## src/rtl/cbi_pkg.sv

```systemverilog
package cbi_pkg;
    typedef enum logic [2:0] {
        CYC_NONE,
        CYC_REG_RD,
        CYC_REG_WR,
        CYC_CAP_RD,
        CYC_PLY_WR
    } cyc_kind_e;
endpackage

```

## src/rtl/cbi_cycle_track.sv

```systemverilog
module cbi_cycle_track
    import cbi_pkg::*;
#(
    parameter int DATA_W = 8,
    parameter int ADDR_W = 2
) (
    input  logic              clk,
    input  logic              rst_n,
    input  logic              rd_n,
    input  logic              wr_n,
    input  logic              cs_n,
    input  logic              cap_ack_n,
    input  logic              ply_ack_n,
    input  logic [ADDR_W-1:0] addr,
    input  logic [DATA_W-1:0] din,
    output cyc_kind_e         live_kind,
    output logic              drive_en,
    output logic              xcvr_en_n,
    output logic              xcvr_dir,
    output cyc_kind_e         commit_kind,
    output logic [ADDR_W-1:0] commit_addr,
    output logic [DATA_W-1:0] commit_data
);
    typedef struct packed {
        logic              active;
        logic              illegal;
        cyc_kind_e         kind;
        logic [ADDR_W-1:0] addr;
        logic [DATA_W-1:0] data;
    } trk_t;

    trk_t trk_d, trk_q;
    logic strobe_any, both_low, dma_ack, sel;

    always_comb begin
        strobe_any = !rd_n || !wr_n;
        both_low   = !rd_n && !wr_n;
        dma_ack    = !cap_ack_n || !ply_ack_n;
        sel        = dma_ack || !cs_n;

        live_kind = CYC_NONE;
        if (!both_low) begin
            if (!cap_ack_n && !rd_n)       live_kind = CYC_CAP_RD;
            else if (!ply_ack_n && !wr_n)  live_kind = CYC_PLY_WR;
            else if (!dma_ack && !cs_n) begin
                if (!rd_n)      live_kind = CYC_REG_RD;
                else if (!wr_n) live_kind = CYC_REG_WR;
            end
        end

        xcvr_en_n = !(strobe_any && sel);
        xcvr_dir  = !(!rd_n && sel);
        drive_en  = (live_kind == CYC_REG_RD) || (live_kind == CYC_CAP_RD);

        trk_d = trk_q;
        if (strobe_any) begin
            trk_d.active  = 1'b1;
            trk_d.illegal = trk_q.illegal || both_low;
            if (!both_low) trk_d.kind = live_kind;
            trk_d.addr    = addr;
            if (!wr_n) trk_d.data = din;
        end else begin
            trk_d.active  = 1'b0;
            trk_d.illegal = 1'b0;
            trk_d.kind    = CYC_NONE;
        end

        commit_kind = (trk_q.active && !strobe_any && !trk_q.illegal) ? trk_q.kind : CYC_NONE;
        commit_addr = trk_q.addr;
        commit_data = trk_q.data;
    end

    always_ff @(posedge clk or negedge rst_n) begin
        if (!rst_n) begin
            trk_q <= '{active: 1'b0, illegal: 1'b0, kind: CYC_NONE, addr: '0, data: '0};
        end else begin
            trk_q <= trk_d;
        end
    end


    drive_dir_chk: assert property (@(posedge clk) disable iff (!rst_n)
        drive_en |-> (!xcvr_dir && !xcvr_en_n));


    commit_once_chk: assert property (@(posedge clk) disable iff (!rst_n)
        (commit_kind != CYC_NONE) |=> (commit_kind == CYC_NONE));
endmodule

```

## src/rtl/cbi_capture_buf.sv

```systemverilog
module cbi_capture_buf #(
    parameter int DATA_W = 8,
    parameter int BYTES  = 4
) (
    input  logic                    clk,
    input  logic                    rst_n,
    input  logic                    smp_valid,
    input  logic [DATA_W*BYTES-1:0] smp_data,
    input  logic                    rd_commit,
    input  logic                    ovr_clr,
    output logic                    req,
    output logic [DATA_W-1:0]       rd_byte,
    output logic                    ovr
);
    localparam int SMP_W = DATA_W * BYTES;
    localparam int IDX_W = (BYTES > 1) ? $clog2(BYTES) : 1;
    localparam logic [IDX_W-1:0] LAST = IDX_W'(BYTES - 1);

    typedef struct packed {
        logic [SMP_W-1:0] buf_w;
        logic [IDX_W-1:0] idx;
        logic             full;
        logic             ovr;
    } cap_t;

    cap_t cap_d, cap_q;
    logic last_read;
    logic [DATA_W-1:0] lane [BYTES];

    for (genvar g = 0; g < BYTES; g++) begin : g_lane
        assign lane[g] = cap_q.buf_w[g*DATA_W +: DATA_W];
    end

    always_comb begin
        cap_d     = cap_q;
        last_read = rd_commit && cap_q.full && (cap_q.idx == LAST);
        if (rd_commit && cap_q.full) begin
            if (cap_q.idx == LAST) begin
                cap_d.full = 1'b0;
                cap_d.idx  = '0;
            end else begin
                cap_d.idx = cap_q.idx + 1'b1;
            end
        end
        if (ovr_clr) cap_d.ovr = 1'b0;
        if (smp_valid) begin
            if (cap_q.full && !last_read) cap_d.ovr = 1'b1;
            cap_d.buf_w = smp_data;
            cap_d.idx   = '0;
            cap_d.full  = 1'b1;
        end
    end

    always_ff @(posedge clk or negedge rst_n) begin
        if (!rst_n) cap_q <= '0;
        else        cap_q <= cap_d;
    end

    assign req     = cap_q.full;
    assign rd_byte = lane[cap_q.idx];
    assign ovr     = cap_q.ovr;


    cap_req_fall_chk: assert property (@(posedge clk) disable iff (!rst_n)
        $fell(req) |-> $past(rd_commit && cap_q.idx == LAST));


    overrun_set_chk: assert property (@(posedge clk) disable iff (!rst_n)
        (smp_valid && req && !rd_commit) |=> (ovr && cap_q.idx == '0));


    idx_hold_chk: assert property (@(posedge clk) disable iff (!rst_n)
        (!rd_commit && !smp_valid) |=> $stable(cap_q.idx));
endmodule

```

## src/rtl/cbi_playback_buf.sv

```systemverilog
module cbi_playback_buf #(
    parameter int DATA_W = 8,
    parameter int BYTES  = 4
) (
    input  logic                    clk,
    input  logic                    rst_n,
    input  logic                    wr_commit,
    input  logic [DATA_W-1:0]       wr_byte,
    input  logic                    take,
    output logic                    req,
    output logic                    smp_valid,
    output logic [DATA_W*BYTES-1:0] smp_data
);
    localparam int SMP_W = DATA_W * BYTES;
    localparam int IDX_W = (BYTES > 1) ? $clog2(BYTES) : 1;
    localparam logic [IDX_W-1:0] LAST = IDX_W'(BYTES - 1);

    typedef struct packed {
        logic [SMP_W-1:0] buf_w;
        logic [IDX_W-1:0] idx;
        logic             full;
    } ply_t;

    ply_t ply_d, ply_q;

    always_comb begin
        ply_d = ply_q;
        if (take && ply_q.full) ply_d.full = 1'b0;
        if (wr_commit && !ply_q.full) begin
            for (int b = 0; b < BYTES; b++) begin
                if (ply_q.idx == IDX_W'(b)) ply_d.buf_w[b*DATA_W +: DATA_W] = wr_byte;
            end
            if (ply_q.idx == LAST) begin
                ply_d.full = 1'b1;
                ply_d.idx  = '0;
            end else begin
                ply_d.idx = ply_q.idx + 1'b1;
            end
        end
    end

    always_ff @(posedge clk or negedge rst_n) begin
        if (!rst_n) ply_q <= '0;
        else        ply_q <= ply_d;
    end

    assign req       = !ply_q.full;
    assign smp_valid = ply_q.full;
    assign smp_data  = ply_q.buf_w;


    ply_req_rise_chk: assert property (@(posedge clk) disable iff (!rst_n)
        $rose(req) |-> $past(take));


    ply_full_ignore_chk: assert property (@(posedge clk) disable iff (!rst_n)
        (wr_commit && smp_valid) |=> $stable(smp_data));
endmodule

```

## src/rtl/cbi_regfile.sv

```systemverilog
module cbi_regfile #(
    parameter int DATA_W   = 8,
    parameter int NUM_REGS = 4
) (
    input  logic                        clk,
    input  logic                        rst_n,
    input  logic                        wr_en,
    input  logic [$clog2(NUM_REGS)-1:0] wr_addr,
    input  logic [DATA_W-1:0]           wr_data,
    input  logic [$clog2(NUM_REGS)-1:0] rd_addr,
    input  logic [DATA_W-1:0]           status,
    output logic [DATA_W-1:0]           rd_data,
    output logic                        ovr_clr
);
    localparam int ADDR_W = $clog2(NUM_REGS);
    localparam int STORE  = NUM_REGS - 1;
    localparam logic [ADDR_W-1:0] STATUS_ADDR = ADDR_W'(NUM_REGS - 1);

    typedef struct packed {
        logic [STORE*DATA_W-1:0] file;
    } rf_t;

    rf_t rf_d, rf_q;

    always_comb begin
        rf_d    = rf_q;
        ovr_clr = wr_en && (wr_addr == STATUS_ADDR) && wr_data[0];
        if (wr_en && (int'(wr_addr) < STORE)) begin
            rf_d.file[int'(wr_addr)*DATA_W +: DATA_W] = wr_data;
        end
        rd_data = '0;
        if (rd_addr == STATUS_ADDR)     rd_data = status;
        else if (int'(rd_addr) < STORE) rd_data = rf_q.file[int'(rd_addr)*DATA_W +: DATA_W];
    end

    always_ff @(posedge clk or negedge rst_n) begin
        if (!rst_n) rf_q <= '0;
        else        rf_q <= rf_d;
    end


    reg_hold_chk: assert property (@(posedge clk) disable iff (!rst_n)
        !wr_en |=> $stable(rf_q.file));
endmodule

```

## src/rtl/cbi_host_port.sv

```systemverilog
module cbi_host_port
    import cbi_pkg::*;
#(
    parameter int DATA_W   = 8,
    parameter int BYTES    = 4,
    parameter int NUM_REGS = 4,
    localparam int ADDR_W  = $clog2(NUM_REGS),
    localparam int SMP_W   = DATA_W * BYTES
) (
    input  logic              clk,
    input  logic              rst_n,
    input  logic              bus_rd_n,
    input  logic              bus_wr_n,
    input  logic              bus_cs_n,
    input  logic              cap_ack_n,
    input  logic              ply_ack_n,
    input  logic [ADDR_W-1:0] bus_addr,
    input  logic [DATA_W-1:0] host_din,
    output logic [DATA_W-1:0] host_dout,
    output logic              host_dout_en,
    output logic              xcvr_en_n,
    output logic              xcvr_dir,
    output logic              cap_req,
    output logic              ply_req,
    input  logic              cap_smp_valid,
    input  logic [SMP_W-1:0]  cap_smp,
    output logic              ply_smp_valid,
    output logic [SMP_W-1:0]  ply_smp,
    input  logic              ply_take
);
    cyc_kind_e         live_kind, commit_kind;
    logic              drive_en, ovr, ovr_clr;
    logic [ADDR_W-1:0] commit_addr;
    logic [DATA_W-1:0] commit_data, cap_byte, reg_rd;

    cbi_cycle_track #(.DATA_W(DATA_W), .ADDR_W(ADDR_W)) u_track (
        .clk(clk), .rst_n(rst_n), .rd_n(bus_rd_n), .wr_n(bus_wr_n), .cs_n(bus_cs_n),
        .cap_ack_n(cap_ack_n), .ply_ack_n(ply_ack_n), .addr(bus_addr), .din(host_din),
        .live_kind(live_kind), .drive_en(drive_en), .xcvr_en_n(xcvr_en_n),
        .xcvr_dir(xcvr_dir), .commit_kind(commit_kind), .commit_addr(commit_addr),
        .commit_data(commit_data)
    );

    cbi_capture_buf #(.DATA_W(DATA_W), .BYTES(BYTES)) u_cap (
        .clk(clk), .rst_n(rst_n), .smp_valid(cap_smp_valid), .smp_data(cap_smp),
        .rd_commit(commit_kind == CYC_CAP_RD), .ovr_clr(ovr_clr),
        .req(cap_req), .rd_byte(cap_byte), .ovr(ovr)
    );

    cbi_playback_buf #(.DATA_W(DATA_W), .BYTES(BYTES)) u_ply (
        .clk(clk), .rst_n(rst_n), .wr_commit(commit_kind == CYC_PLY_WR),
        .wr_byte(commit_data), .take(ply_take), .req(ply_req),
        .smp_valid(ply_smp_valid), .smp_data(ply_smp)
    );

    cbi_regfile #(.DATA_W(DATA_W), .NUM_REGS(NUM_REGS)) u_regs (
        .clk(clk), .rst_n(rst_n), .wr_en(commit_kind == CYC_REG_WR),
        .wr_addr(commit_addr), .wr_data(commit_data), .rd_addr(bus_addr),
        .status({{(DATA_W-1){1'b0}}, ovr}), .rd_data(reg_rd), .ovr_clr(ovr_clr)
    );

    always_comb begin
        host_dout_en = drive_en;
        host_dout    = '0;
        if (drive_en) host_dout = (live_kind == CYC_CAP_RD) ? cap_byte : reg_rd;
    end


    xcvr_idle_chk: assert property (@(posedge clk) disable iff (!rst_n)
        (bus_rd_n && bus_wr_n) |-> (xcvr_en_n && xcvr_dir && !host_dout_en));


    no_drive_on_write_chk: assert property (@(posedge clk) disable iff (!rst_n)
        !bus_wr_n |-> !host_dout_en);
endmodule

```

## config.mk

```make
export PLATFORM = sky130hd
export DESIGN_NAME = cbi_host_port
export DESIGN_NICKNAME = d
export VERILOG_FILES = /design/src/rtl/cbi_pkg.sv /design/src/rtl/cbi_cycle_track.sv /design/src/rtl/cbi_capture_buf.sv /design/src/rtl/cbi_playback_buf.sv /design/src/rtl/cbi_regfile.sv /design/src/rtl/cbi_host_port.sv
export SDC_FILE = /design/constraint.sdc
export NUM_CORES = 1
export LEC_CHECK = 0
export ABC_AREA = 0
export ABC_CLOCK_PERIOD_IN_PS = 3400
export BUFFER_PORTS_ARGS = -buffer_cell sky130_fd_sc_hd__buf_2
export CORE_ASPECT_RATIO = 0.5
export CORE_UTILIZATION = 43
export DETAILED_ROUTE_END_ITERATION = 16
export SLEW_MARGIN = 20
export SYNTH_ARGS = -nofsm -noshare
export SYNTH_HDL_FRONTEND = slang
export SYNTH_SLANG_ARGS = --single-unit
```

## constraint.sdc

```tcl
create_clock -name clk -period 3.4 [get_ports clk]
set_input_delay 0.34 -clock clk [delete_from_list [all_inputs] [get_ports clk]]
set_output_delay 0.34 -clock clk [all_outputs]
set_load 0.005 [all_outputs]
```

==> impl_metrics.csv <==
group,metric,value,unit
outcome,outcome,"finished clean",
route,drcViolationCount,0,
placement,dp.cells,632,
route,vias_per_cell,4.90,
critical_path,cp-end-kind,"output port",
power_and_ir_drop,p_total,3.13,mW
critical_path,path_max_fanout,11,
synthesis,syn_avg_cell_area,12.3,um2
synthesis,yosys_register_bits,110,
global_route,grtUsageTotal,0.176,
floorplan,rows,27,
route,drtIter0Drc,144,
clock_network,cts_sinks,110,
floorplan,start_util,0.458,
clock_network,ctsResizeCount,0,
critical_path,crit_required,3060,ps
run,cap_viol_max_count,0,
power_and_ir_drop,switching_power,0.810,mW
global_route,antenna_found_initial,0,
layout,drive_above_1_share,0.411,
layout,final-seq-area,0.00275,mm2
sta,setup_viol,0,
critical_path,reg2reg_from,"u_track.commit_addr[0]",
placement,place_ws,1190,ps
worst_hold_path,min_path_type,"in2async",
floorplan,die_h,79.8,um
synthesis,syn-num-nets,483,
power_and_ir_drop,p_leak,3.02,nW
global_route,grt_pass1_wl,16700,um
clock_network,htree_levels,3,
synthesis,synth_area,0.00521,mm2
route,wl,10100,um
synthesis,ys_types,33,
power_and_ir_drop,pwr-share-comb,0.148,
layout,fillers,1040,
sta,finalMaxSlewViolations,0,
power_and_ir_drop,swShare,0.258,
sta,worst_slack,1050,ps
sta,final-hold-violation-count,0,
sta,tns,0,ps
synthesis,ys_warn_count,0,
clock_network,post_cts_buffers,0,
clock_network,cts_buffers,9,
sta,slew_headroom,0.266,
floorplan,core_area,0.0114,mm2
clock_network,hold_buffers,0,
route,post_drt_wl_per_cell,15.6,um
synthesis,syn_inst,422,
floorplan,die_width,158,um
power_and_ir_drop,power.density,529,mW/mm2
sta,skew,6.42,ps
route,ant_nets,0,
sta,tightest_slew,1100,ps
placement,place.port_buffers,96,
global_route,grt_max_degree,57,
global_route,overflow,0,
placement,dpl_cell_area,0.00562,mm2
synthesis,synth-main-ff-cell,"dfrtp_1",
floorplan,io_pins,97,
critical_path,arrival,2010,ps
power_and_ir_drop,pwr-share-clk,0.342,
synthesis,synth-edff-count,0,
synthesis,async_flop_share,1.00,
clock_network,clk_pin_slew,70,ps
sta,rsz0062_at_grt,"no",
power_and_ir_drop,p_int,2.32,mW
sta,post-route-min-period,2350,ps
clock_network,clockBufferDepth,2,
critical_path,start_kind,"flip-flop",
layout,multi_input_area,0.00203,mm2
global_route,grt_pass1_vias,3212,
sta,fmax,0.426,GHz
layout,syn_to_final_growth,13.7,%
clock_network,tritoncts,"yes",
placement,hpwl,7390,um
power_and_ir_drop,p_seq_frac,0.510,
sta,post-route-period-util,0.691,
layout,fin_area,0.00592,mm2
placement,gp_congestion,0.734,
power_and_ir_drop,peakVddDrop,0.000233,V
clock_network,cts_root_buf,"clkbuf_16",
synthesis,yosysSeqAreaShare,0.528,
route,vias,3173,
critical_path,startpoint,"u_cap.cap_q[2]",
layout,finalNetCount,545,
floorplan,die-area,0.0126,mm2
layout,diodes,0,
clock_network,insertion_delay,340,ps
critical_path,path_class,"reg2out",
route,drt-pass1-iter-count,4,
layout,final_cell_count_no_fill,648,
[synth_stat cells, drive strengths merged (3+ instances only)]
cell type / number / area, um2
a21oi: 8 / 40.0
mux2: 72 / 811
nor2: 19 / 71.3
nor3b: 3 / 22.5
clkbuf: 11 / 42.5
mux4: 9 / 203
ha: 10 / 125
a211oi: 8 / 60.1
dfrtp: 110 / 2750
inv: 34 / 128
nand3: 5 / 35.0
buf: 36 / 262
nand2: 42 / 168
mux2i: 33 / 330
o21ai: 7 / 35.0
[power groups by stage]
stage | clock, mW | combinational [mW] | sequential [mW]
after detailed placement | 0 | 0.470 | 1.62
final | 1.07 | 0.463 | 1.60
after global routing | 1.15 | 0.523 | 1.62
after CTS | 1.10 | 0.472 | 1.60
after global placement | 0 | 0.462 | 1.62
after floorplan | 0 | 0.383 | 1.58
[cell type report]
cell class	instances	share of cell area
Clock buffer	10	0.0404
Clock inverter	6	0.0114
Inverter	34	0.0216
Multi-Input combinational cell	231	0.342
Sequential cell	110	0.465
Tap cell	159	0.0336
Timing Repair Buffer	98	0.0862
[state kept, by name, indices dropped and copies added, names as in the netlist, 2 cells and up]
name,count
u_cap.cap_q,34
u_ply.ply_q,2
u_ply.smp_data,32
u_regs.rf_q,24
u_track.commit_addr,2
u_track.commit_data,8
u_track.trk_q,5
[critical path, stage by stage (launching register included)]
cell and delay, ps:
dfrtp_1 720, mux4_2 600, nor2_1 110, a211oi_1 70, buf_2 170
[layout by cell type (no fill, tap or decap), types with 2 or more instances in the layout]
master / instances
mux2_2: 71
buf_4: 2
nand4b_1: 2
nor3b_1: 3
clkinvlp_4: 2
nand4_1: 2
mux4_2: 9
nand2_1: 38
nand3_2: 2
clkbuf_16: 9
buf_2: 95
dfrtp_1: 110
o21ai_0: 7
ha_1: 10
mux2i_1: 33
inv_1: 34
nand3_1: 3
nor2_1: 19
nand2_2: 4
a211oi_1: 8
inv_6: 2
nor2b_1: 2
a21oi_1: 8
[kinds of logic after synthesis]
kind of cell | count (synthesis) | share of synthesized area
multiplexers | 114 | 0.258
flip-flops | 110 | 0.528
buffers and inverters | 81 | 0.0829
AND/OR/NAND/NOR | 81 | 0.0756
AO/OA/AOI/OAI | 25 | 0.0293
adder cells (fa/ha/maj) | 11 | 0.0259
[routing by layer]
| layer | wire, um | global-route usage | up-vias |
|---|---|---|---|
| met1 | 5290 | 0.265 | 1555 |
| met2 | 4120 | 0.242 | 82 |
| met5 | 0 | 0 | - |
| met3 | 624 | 0.0543 | 7 |
| li1 | - | - | 1529 |
| met4 | 79 | 0.0408 | 0 |
[final timing paths]
check	endpoint	slack, ps	cells past startpoint
min reg2reg	u_ply.smp_data[16]	500	1
min in group clk	u_ply.smp_valid	180	2
max	host_dout[2]	1050	4
max reg2reg	u_regs.rf_q[11]	1280	5
min	u_cap.cap_q[35]	60	1
max in group asynchronous	u_ply.smp_data[13]	2600	2
[stage by stage]
step / hold WS, ps / util
floorplan: 44.4 / -
global placement: 453 / 0.493
detailed placement: 449 / 0.493
CTS: 78.1 / 0.520
global route: 108 / 0.520
finish: 55.7 / 0.520
(Power assumes the default switching activity.)
